**src/rtl/aud_rx_pkg.sv**
```systemverilog
package aud_rx_pkg;

  localparam int SAMPLE_W = 24;
  localparam int CNT_W    = 6;

  typedef enum logic [2:0] {
    FMT_RJ16  = 3'd0,
    FMT_RJ20  = 3'd1,
    FMT_LJ24  = 3'd2,
    FMT_I2S24 = 3'd3,
    FMT_RJ24  = 3'd4
  } fmt_e;

  // Unused codes fall back to the start-aligned format.
  function automatic fmt_e fmt_decode(input logic [2:0] code);
    fmt_e f;
    case (code)
      3'd0:    f = FMT_RJ16;
      3'd1:    f = FMT_RJ20;
      3'd3:    f = FMT_I2S24;
      3'd4:    f = FMT_RJ24;
      default: f = FMT_LJ24;
    endcase
    return f;
  endfunction

  function automatic int unsigned fmt_width(input fmt_e f);
    case (f)
      FMT_RJ16: return 16;
      FMT_RJ20: return 20;
      default:  return SAMPLE_W;
    endcase
  endfunction

  function automatic logic fmt_is_rj(input fmt_e f);
    return (f == FMT_RJ16) || (f == FMT_RJ20) || (f == FMT_RJ24);
  endfunction

  // Frame-clock level that marks the left half.
  function automatic logic fmt_left_level(input fmt_e f);
    return (f != FMT_I2S24);
  endfunction

  // Bit count (1 = first bit after a transition) at which a start-based
  // sample is complete.
  function automatic int unsigned fmt_capture_count(input fmt_e f);
    return (f == FMT_I2S24) ? SAMPLE_W + 1 : SAMPLE_W;
  endfunction

  // Move the newest n bits of the history to the top of the word.
  function automatic logic [SAMPLE_W-1:0] rj_align(input logic [SAMPLE_W-1:0] hist,
                                                   input int unsigned n);
    return hist << (SAMPLE_W - n);
  endfunction

endpackage

```
**src/rtl/aud_sync.sv**
```systemverilog
module aud_sync #(
  parameter int WIDTH  = 3,
  parameter int STAGES = 2
) (
  input  logic             clk,
  input  logic             rst_n,
  input  logic [WIDTH-1:0] async_i,
  output logic [WIDTH-1:0] sync_o
);

  logic [WIDTH-1:0] stage_q [STAGES];

  always_ff @(posedge clk or negedge rst_n) begin
    if (!rst_n) begin
      for (int s = 0; s < STAGES; s++) stage_q[s] <= '0;
    end else begin
      stage_q[0] <= async_i;
      for (int s = 1; s < STAGES; s++) stage_q[s] <= stage_q[s-1];
    end
  end

  assign sync_o = stage_q[STAGES-1];

endmodule

```
**src/rtl/aud_rise_detect.sv**
```systemverilog
module aud_rise_detect (
  input  logic clk,
  input  logic rst_n,
  input  logic level_i,
  output logic rise_o
);

  logic prev_q;

  always_ff @(posedge clk or negedge rst_n) begin
    if (!rst_n) prev_q <= 1'b0;
    else        prev_q <= level_i;
  end

  assign rise_o = level_i & ~prev_q;

endmodule

```
**src/rtl/aud_half_capture.sv**
```systemverilog
module aud_half_capture
  import aud_rx_pkg::*;
#(
  parameter int SAMPLE_W_P = SAMPLE_W,
  parameter int CNT_W_P    = CNT_W
) (
  input  logic                  clk,
  input  logic                  rst_n,
  input  fmt_e                  fmt_i,
  input  logic                  bit_rise_i,
  input  logic                  lr_i,
  input  logic                  data_i,
  output logic                  half_done_o,
  output logic                  half_left_o,
  output logic [SAMPLE_W_P-1:0] half_data_o
);

  localparam logic [CNT_W_P-1:0] CNT_MAX  = '1;
  localparam logic [CNT_W_P-1:0] CNT_ONE  = CNT_W_P'(1);
  localparam logic [CNT_W_P-1:0] CNT_FULL = CNT_W_P'(SAMPLE_W_P);

  logic [SAMPLE_W_P-1:0] hist_q;
  logic [CNT_W_P-1:0]    cnt_q;
  logic                  lr_prev_q, primed_q, locked_q;

  // Named internal events for the assertions.
  logic                  lr_edge, is_rj, left_lvl;
  logic                  take_rj, take_late, take_mid, take_any;
  logic [SAMPLE_W_P-1:0] hist_next;
  logic [CNT_W_P-1:0]    cnt_inc, cap_cnt;

  assign is_rj     = fmt_is_rj(fmt_i);
  assign left_lvl  = fmt_left_level(fmt_i);
  assign cap_cnt   = CNT_W_P'(fmt_capture_count(fmt_i));
  assign hist_next = {hist_q[SAMPLE_W_P-2:0], data_i};
  assign cnt_inc   = (cnt_q == CNT_MAX) ? cnt_q : cnt_q + CNT_ONE;
  assign lr_edge   = bit_rise_i && primed_q && (lr_i != lr_prev_q);

  // End-aligned: the half that just closed is in the history.
  assign take_rj   = lr_edge && locked_q && is_rj;
  // Inter-IC sound with exactly 24 bits per half: LSB lands on the edge bit.
  assign take_late = lr_edge && locked_q && (fmt_i == FMT_I2S24) && (cnt_q == CNT_FULL);
  // Start-based formats complete inside the half.
  assign take_mid  = bit_rise_i && !lr_edge && locked_q && !is_rj && (cnt_inc == cap_cnt);
  assign take_any  = take_rj || take_late || take_mid;

  always_ff @(posedge clk or negedge rst_n) begin
    if (!rst_n) begin
      hist_q    <= '0;
      cnt_q     <= '0;
      lr_prev_q <= 1'b0;
      primed_q  <= 1'b0;
      locked_q  <= 1'b0;
    end else if (bit_rise_i) begin
      hist_q    <= hist_next;
      lr_prev_q <= lr_i;
      primed_q  <= 1'b1;
      if (lr_edge) begin
        cnt_q    <= CNT_ONE;
        locked_q <= 1'b1;
      end else begin
        cnt_q    <= cnt_inc;
      end
    end
  end

  always_ff @(posedge clk or negedge rst_n) begin
    if (!rst_n) begin
      half_done_o <= 1'b0;
      half_left_o <= 1'b0;
      half_data_o <= '0;
    end else begin
      half_done_o <= take_any;
      if (take_rj) begin
        half_data_o <= rj_align(hist_q, fmt_width(fmt_i));
        half_left_o <= (lr_prev_q == left_lvl);
      end else if (take_late) begin
        half_data_o <= hist_next;
        half_left_o <= (lr_prev_q == left_lvl);
      end else if (take_mid) begin
        half_data_o <= hist_next;
        half_left_o <= (lr_i == left_lvl);
      end
    end
  end

  // a finished sample always follows a bit-clock rising edge.
  p_done_after_rise_r2: assert property (@(posedge clk) disable iff (!rst_n)
    half_done_o |-> $past(bit_rise_i));

  // end-aligned samples are closed by a frame-clock transition.
  p_rj_closed_by_edge_r3: assert property (@(posedge clk) disable iff (!rst_n)
    (half_done_o && $past(is_rj)) |-> (cnt_q == CNT_ONE));

  // nothing is captured before the first transition has been seen.
  p_no_take_unlocked_r9: assert property (@(posedge clk) disable iff (!rst_n)
    half_done_o |-> $past(locked_q));

endmodule

```
**src/rtl/aud_frame_pair.sv**
```systemverilog
module aud_frame_pair #(
  parameter int SAMPLE_W_P = 24
) (
  input  logic                  clk,
  input  logic                  rst_n,
  input  logic                  half_done_i,
  input  logic                  half_left_i,
  input  logic [SAMPLE_W_P-1:0] half_data_i,
  output logic [SAMPLE_W_P-1:0] left_o,
  output logic [SAMPLE_W_P-1:0] right_o,
  output logic                  frame_valid_o
);

  logic [SAMPLE_W_P-1:0] hold_q;
  logic                  have_left_q;

  always_ff @(posedge clk or negedge rst_n) begin
    if (!rst_n) begin
      hold_q        <= '0;
      have_left_q   <= 1'b0;
      left_o        <= '0;
      right_o       <= '0;
      frame_valid_o <= 1'b0;
    end else begin
      frame_valid_o <= 1'b0;
      if (half_done_i) begin
        if (half_left_i) begin
          hold_q      <= half_data_i;
          have_left_q <= 1'b1;
        end else if (have_left_q) begin
          left_o        <= hold_q;
          right_o       <= half_data_i;
          frame_valid_o <= 1'b1;
          have_left_q   <= 1'b0;
        end
      end
    end
  end

  // the strobe lasts one cycle.
  p_valid_pulse_r8: assert property (@(posedge clk) disable iff (!rst_n)
    frame_valid_o |=> !frame_valid_o);

  // the outputs move only together with the strobe.
  p_outputs_hold_r8: assert property (@(posedge clk) disable iff (!rst_n)
    !frame_valid_o |-> ($stable(left_o) && $stable(right_o)));

  // a strobe is caused by a completed right sample.
  p_valid_after_right_r8: assert property (@(posedge clk) disable iff (!rst_n)
    frame_valid_o |-> $past(half_done_i && !half_left_i));

endmodule

```
**src/rtl/aud_serial_rx.sv**
```systemverilog
module aud_serial_rx
  import aud_rx_pkg::*;
#(
  parameter int SAMPLE_W_P    = SAMPLE_W,
  parameter int CNT_W_P       = CNT_W,
  parameter int SYNC_STAGES_P = 2
) (
  input  logic                  clk,
  input  logic                  rst_n,
  input  logic [2:0]            mode_i,
  input  logic                  bclk_i,
  input  logic                  lrck_i,
  input  logic                  sdata_i,
  output logic [SAMPLE_W_P-1:0] left_o,
  output logic [SAMPLE_W_P-1:0] right_o,
  output logic                  frame_valid_o
);

  localparam int NUM_LINES = 3;

  fmt_e                  fmt;
  logic [NUM_LINES-1:0]  lines_s;
  logic                  bclk_s, lrck_s, sdata_s, bit_rise;
  logic                  half_done, half_left;
  logic [SAMPLE_W_P-1:0] half_data;

  assign fmt = fmt_decode(mode_i);

  // All three lines share one synchroniser so their skew is preserved.
  aud_sync #(.WIDTH(NUM_LINES), .STAGES(SYNC_STAGES_P)) u_sync (
    .clk     (clk),
    .rst_n   (rst_n),
    .async_i ({bclk_i, lrck_i, sdata_i}),
    .sync_o  (lines_s)
  );
  assign {bclk_s, lrck_s, sdata_s} = lines_s;

  aud_rise_detect u_bclk_rise (
    .clk     (clk),
    .rst_n   (rst_n),
    .level_i (bclk_s),
    .rise_o  (bit_rise)
  );

  aud_half_capture #(.SAMPLE_W_P(SAMPLE_W_P), .CNT_W_P(CNT_W_P)) u_capture (
    .clk         (clk),
    .rst_n       (rst_n),
    .fmt_i       (fmt),
    .bit_rise_i  (bit_rise),
    .lr_i        (lrck_s),
    .data_i      (sdata_s),
    .half_done_o (half_done),
    .half_left_o (half_left),
    .half_data_o (half_data)
  );

  aud_frame_pair #(.SAMPLE_W_P(SAMPLE_W_P)) u_pair (
    .clk           (clk),
    .rst_n         (rst_n),
    .half_done_i   (half_done),
    .half_left_i   (half_left),
    .half_data_i   (half_data),
    .left_o        (left_o),
    .right_o       (right_o),
    .frame_valid_o (frame_valid_o)
  );

  // 16-bit samples leave the low byte clear.
  p_rj16_low_zero_r4: assert property (@(posedge clk) disable iff (!rst_n)
    (frame_valid_o && fmt == FMT_RJ16) |-> (left_o[7:0] == 8'h00 && right_o[7:0] == 8'h00));

  // 20-bit samples leave the low nibble clear.
  p_rj20_low_zero_r4: assert property (@(posedge clk) disable iff (!rst_n)
    (frame_valid_o && fmt == FMT_RJ20) |-> (left_o[3:0] == 4'h0 && right_o[3:0] == 4'h0));

endmodule

```
**config.mk**
```make
export PLATFORM = sky130hd
export DESIGN_NAME = aud_serial_rx
export DESIGN_NICKNAME = d
export VERILOG_FILES = /design/src/rtl/aud_rx_pkg.sv /design/src/rtl/aud_sync.sv /design/src/rtl/aud_rise_detect.sv /design/src/rtl/aud_half_capture.sv /design/src/rtl/aud_frame_pair.sv /design/src/rtl/aud_serial_rx.sv
export SDC_FILE = /design/constraint.sdc
export NUM_CORES = 1
export LEC_CHECK = 0
export BUFFER_PORTS_ARGS = -buffer_cell sky130_fd_sc_hd__buf_4
export CAP_MARGIN = 20
export CORE_MARGIN = 4
export CORE_UTILIZATION = 40
export CTS_BUF_LIST = sky130_fd_sc_hd__clkbuf_4
export CTS_CLUSTER_SIZE = 20
export DETAILED_ROUTE_END_ITERATION = 8
export MAX_ROUTING_LAYER = met4
export SYNTH_ARGS = -nofsm -noshare
export SYNTH_HDL_FRONTEND = slang
export SYNTH_SLANG_ARGS = --single-unit
```
**constraint.sdc**
```tcl
create_clock -name clk -period 3.3 [get_ports clk]
set_input_delay 0.165 -clock clk [delete_from_list [all_inputs] [get_ports clk]]
set_output_delay 0.165 -clock clk [all_outputs]
set_load 0.05 [all_outputs]
```
==> results.toml <==
[grt]
antenna_found_initial = 0
grt_usage = 0.152
grt_first_pass_wirelength_mm = 21.1
grt.overflow.total = 0
grt_max_degree = 123
grt_pass1_vias = 4177

[synthesis]
ys_ff_latch = 140
synth_area_leaders = "dfrtp_1 57%, nand2_1 15%, mux2_2 4.8%, mux2_4 3.7%, mux2i_1 3.3%"
synth_top_cell_area_share = 0.571
synth_cell_types = 38
ys_top_cells_by_count = "240 x nand2_1, 140 x dfrtp_1, 34 x o21ai_0"
synth_area_per_cell_um2 = 9.80
yosysTopAreaCell = "dfrtp_1"
synth_cells = 626
synth_edf_count = 0
syn-num-nets = 636
ys.flop_type = "dfrtp_1"
async_flop_share = 1.00
syn_area_um2 = 6130
ys.warnings.count = 0
yosysMostFrequentCell = "nand2_1"
yosysSeqAreaShare = 0.571

[place]
gp_congestion = 0.804
placed_cell_area_um2 = 6680
dp_hpwl_mm = 8.40
portBuffers = 56

[power]
seq_power_share = 0.557
vdd_ir_drop_max_mv = 0.308
p_int_mw = 2.46
combPwrFrac = 0.099
leakagePower_nw = 3.67
pwr-share-clk = 0.344
power.switching_mw = 0.937
p_per_area_nw_per_um2 = 480
swShare = 0.276

[cells_and_area]
diodes = 0
drive_gt1_frac = 0.207
areaGrowthSynthToFinish_pct = 15.4
num-nets-final = 689
fin_area_um2 = 7080
fillers = 1418

[floorplan]
die_w_um = 132
dieArea_um2 = 17400
die_height_um = 132
row_count = 44
ios = 57
core_area_um2 = 14800
initial_core_util = 0.416

[cts]
insertion_delay_ps = 550
hold_buffers = 4
cts_resized = 0
clock_path_buffers = 2
h-tree-depth = 4
cts.sinks = 140
root_buffer = "clkbuf_4"
postCtsSetupBuffers = 0
cts_tree = "built"
cts_buffers = 17
cts.clk_slew.worst_paths_ps = 120

[setup_path]
cp_data_arrival_time_ps = 3150
end_kind = "flip-flop"
cp_max_fo = 16
cp-start-kind = "flip-flop"
r2r_cells = 7
worst-setup-path-type = "flip-flop to flip-flop"
ff2ff_setup_slack_ps = 570
worst_r2r_startpoint = "u_capture.cnt_q[0]"
cp_data_required_time_ps = 3720
r2r-end = "u_capture.half_data_o[14]"

[sta]
finalSetupViolCount = 0
hold_violations = 0
fin_setup_tns_ps = 0
slew_headroom = 0.524
worst_pin_slew_ps = 714
timing.fmax_mhz = 367
slew_violations = 0
fin_skew_ps = 18.1
finalCriticalPeriod_ps = 2730
finalCritPeriodShare = 0.827
rsz0062_at_grt = "no"

[run]
max_cap_viol_count = 0

[routing]
drc = 0
routed_via_density = 4.99
dr.pass1.iters = 4
drt-wirelength-per-cell_um = 14.2
antenna_left = 0
num_vias = 4370
routed_wl_mm = 12.5
drt_iter0_markers = 247

[worst_hold_path]
hold_path_class = "primary input to async pin"

[run_status]
outcome = "completed"
layer usage:
metal / vias up / GRT usage / part of all wire
li1: 2166 / - / -
met1: 2118 / 0.216 / 0.50
met2: 76 / 0.216 / 0.44
met3: 10 / 0.0401 / 0.042
met4: 0 / 0.0443 / 0.011
met5: - / - / 0
cell usage in the layout, fill, tap and decap left out, types with 5 or more instances in the layout:
master,n
inv_1,9
buf_4,62
and3_1,6
nor2_1,24
nor3b_1,5
o21ai_0,34
dfrtp_1,140
a21oi_1,32
nand2_1,240
clkbuf_4,18
mux2_2,26
mux2_4,15
mux2i_1,20
flip-flops by register name, indices dropped and copies added (netlist names), 3 cells and up:
signal / cells
u_capture.hist_q: 24
u_pair.left_o: 24
u_sync.stage_q: 3
u_sync.sync_o: 3
u_capture.half_data_o: 24
u_pair.hold_q: 24
u_pair.right_o: 24
u_capture.cnt_q: 6
stage by stage:
stage	hold slack (ps)	util	std cells	setup WS, ps	power [mW]
after floorplan	-131	-	626	1100	2.13
after global placement	275	0.452	837	651	2.25
after detailed placement	276	0.453	838	590	2.26
after CTS	209	0.476	874	545	3.45
after global routing	119	0.480	876	420	3.58
final	107	0.480	876	572	3.40
worst max-delay path by stage:
stage / cells past startpoint / slack, ps / from / end
5_1_grt: 7 / 420 / u_capture.cnt_q[0] / u_capture.half_data_o[14]
3_3_place_gp: 7 / 650 / u_capture.cnt_q[0] / u_capture.half_data_o[10]
6_report: 7 / 570 / u_capture.cnt_q[0] / u_capture.half_data_o[14]
3_5_place_dp: 7 / 590 / u_capture.cnt_q[0] / u_capture.half_data_o[14]
4_1_cts: 7 / 540 / u_capture.cnt_q[0] / u_capture.half_data_o[14]
2_1_floorplan: 7 / 1100 / u_capture.cnt_q[0] / u_capture.half_data_o[10]
power by group through the flow:
stage	Combinational (mW)	Clock, mW	Sequential [mW]
finish	0.336	1.17	1.89
floorplan	0.247	0	1.89
global placement	0.325	0	1.92
global route	0.393	1.28	1.91
detailed placement	0.334	0	1.93
CTS	0.339	1.22	1.89
final cells by class:
type | instances | area, um^2 | share of cell area
Clock buffer | 18 | 135 | 0.0191
Sequential cell | 140 | 3500 | 0.495
Clock inverter | 14 | 166 | 0.0235
Timing Repair Buffer | 70 | 587 | 0.0829
Inverter | 10 | 37.5 | 0.00530
Tap cell | 184 | 230 | 0.0325
Multi-Input combinational cell | 440 | 2420 | 0.342
cell families (layout without fill, tap and decap cells):
logic type / after synthesis / after routing / synth area share
simple gates: 295 / 295 / 0.195
xor+xnor: 4 / 4 / 0.00571
buf+inv: 46 / 112 / 0.0351
fa+ha+maj: 2 / 2 / 0.00408
flops: 140 / 140 / 0.571
mux: 61 / 61 / 0.117
compound gates: 78 / 78 / 0.0714
worst max-delay path: stages, from the launching register on:
cell	delay, ps
dfrtp_1	410
ha_1	240
nand2_1	150
nor2_1	110
or4_4	500
a22oi_4	570
buf_4	310
mux2_4	310
Power figures use the tool's default switching activity.
